--- src/rtl/bind_pkg.sv ---
package bind_pkg;
  localparam int XLEN_DEF    = 32;
  localparam int SEQ_W_DEF   = 12;
  localparam int HDL_W_DEF   = 12;
  localparam int ENTRIES_DEF = 16;
  localparam int HANDLE_MISS = 0;
endpackage

--- src/rtl/bind_table.sv ---
module bind_table #(
  parameter int ENTRIES = bind_pkg::ENTRIES_DEF,
  parameter int ID_W    = 20,
  parameter int SEQ_W   = bind_pkg::SEQ_W_DEF,
  parameter int HDL_W   = bind_pkg::HDL_W_DEF,
  localparam int IDX_W  = $clog2(ENTRIES)
) (
  input  logic                            clk,
  input  logic                            rst,
  input  logic                            we,
  input  logic [IDX_W-1:0]                idx,
  input  logic [ID_W-1:0]                 wr_id,
  input  logic [SEQ_W-1:0]                wr_seq,
  input  logic [HDL_W-1:0]                wr_handle,
  input  logic                            wr_valid,
  output logic [ENTRIES-1:0]              ent_valid,
  output logic [ENTRIES-1:0][ID_W-1:0]    ent_id,
  output logic [ENTRIES-1:0][SEQ_W-1:0]   ent_seq,
  output logic [ENTRIES-1:0][HDL_W-1:0]   ent_handle
);
  // Only valid flags are reset; payload fields are plain registers.
  for (genvar i = 0; i < ENTRIES; i++) begin : g_slot
    logic sel;
    assign sel = we && (idx == IDX_W'(i));

    always_ff @(posedge clk) begin
      if (rst) ent_valid[i] <= 1'b0;
      else if (sel) ent_valid[i] <= wr_valid;
    end

    always_ff @(posedge clk) begin
      if (sel) begin
        ent_id[i]     <= wr_id;
        ent_seq[i]    <= wr_seq;
        ent_handle[i] <= wr_handle;
      end
    end
  end

  assert_write_lands_R7: assert property (@(posedge clk) disable iff (rst)
    we |=> (ent_valid[$past(idx)] == $past(wr_valid)));

  assert_write_handle_R7: assert property (@(posedge clk) disable iff (rst)
    we |=> (ent_handle[$past(idx)] == $past(wr_handle)));
endmodule

--- src/rtl/bind_match.sv ---
module bind_match #(
  parameter int ENTRIES = bind_pkg::ENTRIES_DEF,
  parameter int ID_W    = 20,
  parameter int SEQ_W   = bind_pkg::SEQ_W_DEF
) (
  input  logic [ID_W-1:0]               key_id,
  input  logic [SEQ_W-1:0]              key_seq,
  input  logic [ENTRIES-1:0]            ent_valid,
  input  logic [ENTRIES-1:0][ID_W-1:0]  ent_id,
  input  logic [ENTRIES-1:0][SEQ_W-1:0] ent_seq,
  output logic [ENTRIES-1:0]            hit
);
  for (genvar i = 0; i < ENTRIES; i++) begin : g_cmp
    logic id_eq, seq_eq;
    assign id_eq  = (ent_id[i]  == key_id);
    assign seq_eq = (ent_seq[i] == key_seq);
    assign hit[i] = ent_valid[i] && id_eq && seq_eq;
  end
endmodule

--- src/rtl/bind_prio.sv ---
module bind_prio #(
  parameter int ENTRIES = bind_pkg::ENTRIES_DEF,
  parameter int HDL_W   = bind_pkg::HDL_W_DEF
) (
  input  logic [ENTRIES-1:0]            hit,
  input  logic [ENTRIES-1:0][HDL_W-1:0] ent_handle,
  output logic                          any_hit,
  output logic [HDL_W-1:0]              handle
);
  // Walk from the top down so the lowest matching index is written last.
  always_comb begin
    handle  = HDL_W'(bind_pkg::HANDLE_MISS);
    any_hit = 1'b0;
    for (int i = ENTRIES - 1; i >= 0; i--) begin
      if (hit[i]) begin
        handle  = ent_handle[i];
        any_hit = 1'b1;
      end
    end
  end

  always_comb begin
    if (!any_hit) assert_miss_handle_R4: assert (handle == HDL_W'(bind_pkg::HANDLE_MISS));
  end
endmodule

--- src/rtl/bind_lookup.sv ---
module bind_lookup #(
  parameter int XLEN    = bind_pkg::XLEN_DEF,
  parameter int SEQ_W   = bind_pkg::SEQ_W_DEF,
  parameter int HDL_W   = bind_pkg::HDL_W_DEF,
  parameter int ENTRIES = bind_pkg::ENTRIES_DEF,
  localparam int ID_W   = XLEN - SEQ_W,
  localparam int PAY_W  = XLEN - HDL_W,
  localparam int IDX_W  = $clog2(ENTRIES)
) (
  input  logic             clk,
  input  logic             rst,
  input  logic             req_valid,
  input  logic [XLEN-1:0]  req_key,
  input  logic [PAY_W-1:0] req_payload,
  input  logic             cfg_we,
  input  logic [IDX_W-1:0] cfg_idx,
  input  logic [ID_W-1:0]  cfg_id,
  input  logic [SEQ_W-1:0] cfg_seq,
  input  logic [HDL_W-1:0] cfg_handle,
  input  logic             cfg_valid,
  output logic             rsp_valid,
  output logic [XLEN-1:0]  rsp_word
);
  logic [ENTRIES-1:0]            ent_valid;
  logic [ENTRIES-1:0][ID_W-1:0]  ent_id;
  logic [ENTRIES-1:0][SEQ_W-1:0] ent_seq;
  logic [ENTRIES-1:0][HDL_W-1:0] ent_handle;
  logic [ENTRIES-1:0]            hit;
  logic                          any_hit;
  logic [HDL_W-1:0]              sel_handle;

  logic [ID_W-1:0]  key_id;
  logic [SEQ_W-1:0] key_seq;
  assign key_seq = req_key[SEQ_W-1:0];
  assign key_id  = req_key[XLEN-1:SEQ_W];

  bind_table #(.ENTRIES(ENTRIES), .ID_W(ID_W), .SEQ_W(SEQ_W), .HDL_W(HDL_W)) u_table (
    .clk(clk), .rst(rst), .we(cfg_we), .idx(cfg_idx),
    .wr_id(cfg_id), .wr_seq(cfg_seq), .wr_handle(cfg_handle), .wr_valid(cfg_valid),
    .ent_valid(ent_valid), .ent_id(ent_id), .ent_seq(ent_seq), .ent_handle(ent_handle)
  );

  bind_match #(.ENTRIES(ENTRIES), .ID_W(ID_W), .SEQ_W(SEQ_W)) u_match (
    .key_id(key_id), .key_seq(key_seq),
    .ent_valid(ent_valid), .ent_id(ent_id), .ent_seq(ent_seq), .hit(hit)
  );

  bind_prio #(.ENTRIES(ENTRIES), .HDL_W(HDL_W)) u_prio (
    .hit(hit), .ent_handle(ent_handle), .any_hit(any_hit), .handle(sel_handle)
  );

  always_ff @(posedge clk) begin
    if (rst) begin
      rsp_valid <= 1'b0;
      rsp_word  <= '0;
    end else begin
      rsp_valid <= req_valid;
      if (req_valid) rsp_word <= {req_payload, sel_handle};
    end
  end

  assert_latency_R8: assert property (@(posedge clk) disable iff (rst)
    req_valid |=> rsp_valid);
  assert_idle_R8: assert property (@(posedge clk) disable iff (rst)
    !req_valid |=> (!rsp_valid && $stable(rsp_word)));
  assert_payload_R3: assert property (@(posedge clk) disable iff (rst)
    req_valid |=> (rsp_word[XLEN-1:HDL_W] == $past(req_payload)));
  assert_miss_zero_R4: assert property (@(posedge clk) disable iff (rst)
    (req_valid && !any_hit) |=> (rsp_word[HDL_W-1:0] == '0));
  assert_single_winner_R6: assert property (@(posedge clk) disable iff (rst)
    (req_valid && $onehot(hit)) |=> (rsp_word[HDL_W-1:0] == $past(sel_handle)));
endmodule

--- config.mk ---
export PLATFORM = sky130hd
export DESIGN_NAME = bind_lookup
export DESIGN_NICKNAME = d
export VERILOG_FILES = /design/src/rtl/bind_pkg.sv /design/src/rtl/bind_table.sv /design/src/rtl/bind_match.sv /design/src/rtl/bind_prio.sv /design/src/rtl/bind_lookup.sv
export SDC_FILE = /design/constraint.sdc
export NUM_CORES = 1
export LEC_CHECK = 0
export ABC_AREA = 1
export BUFFER_PORTS_ARGS = -buffer_cell sky130_fd_sc_hd__buf_2
export CELL_PAD_IN_SITES_DETAIL_PLACEMENT = 1
export CELL_PAD_IN_SITES_GLOBAL_PLACEMENT = 1
export CORE_UTILIZATION = 40
export CTS_BUF_LIST = sky130_fd_sc_hd__clkbuf_4
export CTS_CLUSTER_DIAMETER = 200
export CTS_CLUSTER_SIZE = 30
export DETAILED_ROUTE_END_ITERATION = 8
export GPL_ROUTABILITY_DRIVEN = 0
export GPL_TIMING_DRIVEN = 1
export PLACE_DENSITY = 0.76
export SLEW_MARGIN = 25
export SYNTH_ARGS = -nofsm -noshare
export SYNTH_HDL_FRONTEND = slang
export SYNTH_SLANG_ARGS = --single-unit
--- constraint.sdc ---
create_clock -name clk -period 3.1 [get_ports clk]
set_input_delay 0.62 -clock clk [delete_from_list [all_inputs] [get_ports clk]]
set_output_delay 0.62 -clock clk [all_outputs]
set_load 0.005 [all_outputs]
==> impl_metrics.yaml <==
run_status:
  outcome: "finished, violations left"
  violations: "setup timing"
die:
  start_util_pct: 40.7
  core_area_mm2: 0.0795
  die_w_um: 286
  num_rows: 103
  die_area_mm2: 0.0820
  chipHeight_um: 286
  io_pins: 138
grt:
  overflow: 0
  grt_pass1_vias: 24700
  grt_use_total_pct: 27.6
  grt_max_degree: 50
  grt_pass1_wl_um: 165000
  antenna_found_initial: 12
synth:
  syn-instance-count: 2694
  synth_top_area_share_pct: 65.4
  syn_area_mm2: 0.0323
  synth-main-ff-cell: "edfxtp_1"
  yosysTopAreaCell: "edfxtp_1"
  yosys_register_bits: 753
  synthDistinctLibCells: 50
  synth.avg_cell_area_um2: 12.0
  yosys-top-cells-area: "edfxtp_1 (65%), nand2_1 (8.0%), dfxtp_1 (3.0%), xnor2_1 (2.2%), xor2_1 (1.9%)"
  yosys_warnings: 0
  ys_seq_area_share_pct: 68.4
  syn_nets: 2799
  synth_edf_count: 704
  async_flop_share_pct: 0
drt:
  wl_per_cell_um: 28.0
  drc: 0
  via_per_inst: 5.80
  ant_nets: 0
  drt-initial-drc-count: 2789
  routed_wl_um: 115000
  route.vias.total: 23800
  drt_first_pass_iters: 6
sta:
  rsz0062_at_grt: "yes"
  fin_skew_ps: 93.9
  post-route-period-util_pct: 109
  fmax_mhz: 296
  whs_ps: 80.9
  worst_pin_slew_ps: 798
  slew_headroom_pct: 46.7
  layout_setup_ws_ps: -273
  period_needed_ps: 3370
  setup_viol: 12
  slew_viol_final: 0
  hold_viol: 0
  finalSetupTns_ps: -2180
setup_path:
  crit_fanout: 10
  slowest_stage: "edfxtp_1"
  cp.arrival_ps: 4260
  startpoint_type: "flop"
  crit_required_ps: 3990
  critical_path_class: "flop to flop"
  critical-path-top-delay-family: "simple AND/OR/NAND/NOR gates"
  cp_slowest_stage_delay_ps: 490
  cpMostUsedCell: "nand2_1"
  crit_buf_inv: 1
  cp-end-kind: "flop"
clock_tree:
  clock_sinks: 753
  clk_pin_slew_ps: 300
  cts_buffers: 29
  clock_path_buffers: 3
  root_buffer: "clkbuf_4"
  cts_tree: "done"
  htree_num_levels: 1
  clk_latency_ps: 1020
place:
  port_buffers: 137
  placed_cells: 4007
  dp_hpwl_um: 79200
  place_worst_setup_slack_ps: -921
layout:
  nets: 3149
  final_common_cell: "edfxtp_1"
  area_growth_pct: 14.6
  final_layout_size_suffix_gt1_share_pct: 21.5
  mostFrequentLayoutCells: "edfxtp_1 (704), nand2_1 (671), buf_4 (219)"
  layoutNonFillerInstCount: 4108
  nFillCells: 8395
power_and_ir_drop:
  leakagePower_nw: 13.4
  cellPowerDensity_mw_per_mm2: 446
  ir_drop_uv: 370
job:
  maxCapViolCount: 0
min_path:
  hp-class: "input pin to flop"
[cell usage after synthesis, drive strengths merged, types with 50 or more instances]
| master | number |
|---|---|
| nand3 | 50 |
| nand2 | 688 |
| o22ai | 74 |
| o21ai | 137 |
| inv | 126 |
| xnor2 | 82 |
| xor2 | 70 |
| edfxtp | 704 |
| a21oi | 92 |
| buf | 103 |
| nor2 | 164 |
| or2 | 138 |
[cells by family (layout without fill, tap and decap cells)]
kind of cell,count (synthesis),count (layout),synth area share [%]
compound gates,404,404,7.77
xor+xnor,152,152,4.12
buf+inv,248,609,4.03
flops,753,753,68.4
other cells,0,3,0
simple gates,1137,1137,15.6
[where the power goes]
| part | total [W] | internal, W | switching [W] |
|---|---|---|---|
| sequential | 0.0114 | 0.0113 | 0.0000930 |
| clock | 0.00351 | 0.000598 | 0.00291 |
| combinational | 0.00161 | 0.000500 | 0.00111 |
| total | 0.0165 | 0.0124 | 0.00412 |
[final timing paths]
| path | slack (ps) | depth (start not counted) | startpoint | to |
|---|---|---|---|---|
| worst max-delay path | -270 | 34 | u_table.ent_id[314] | rsp_word[8] |
| worst max register to register | -270 | 34 | u_table.ent_id[314] | rsp_word[8] |
| worst min register to register | 490 | 2 | rsp_word[22] | rsp_word[22] |
| worst min-delay path | 80 | 1 | cfg_handle[9] | u_table.ent_handle[21] |
[metrics by stage]
step                      power [W]  cell area, um^2  utilization (%)
after global placement       0.0131            36000             45.2
after CTS                    0.0165            36800             46.2
final                        0.0165            37100             46.6
after floorplan              0.0122            32400                -
after detailed placement     0.0131            36000             45.2
after global routing         0.0169            37100             46.6
[sequential cells by signal (all words and copies together), names as in the netlist]
register	flops
rsp_valid	1
rsp_word	32
u_table.ent_handle	192
u_table.ent_id	320
u_table.ent_seq	192
u_table.ent_valid	16
[final cells by class]
class                           instances  area [um^2]  area share [%]
Sequential cell                       753        22100            59.7
Multi-Input combinational cell       1693         9210            24.8
Timing Repair Buffer                  439         3580            9.66
Tap cell                             1050         1310            3.55
Inverter                              128          490            1.32
Clock buffer                           40          300           0.810
Clock inverter                          2         33.8          0.0912
Antenna cell                            3         7.51          0.0203
[routing by layer]
layer	share of wire, %	global-route usage, %
met1	37	35.1
met3	9.6	4.73
met4	5.5	12.6
met2	48	46.2
met5	0.056	0
[what timing repair did]
item                                    4_1_cts  5_1_grt
hold endpoints to repair                    109        0
endpoints found under the setup margin       12       12
gates resized for setup                      19       51
hold buffers                                 35        0
pin swaps                                    19       56
setup buffers                                 4       17
cloned                                        1        0
(Power assumes the default switching activity.)
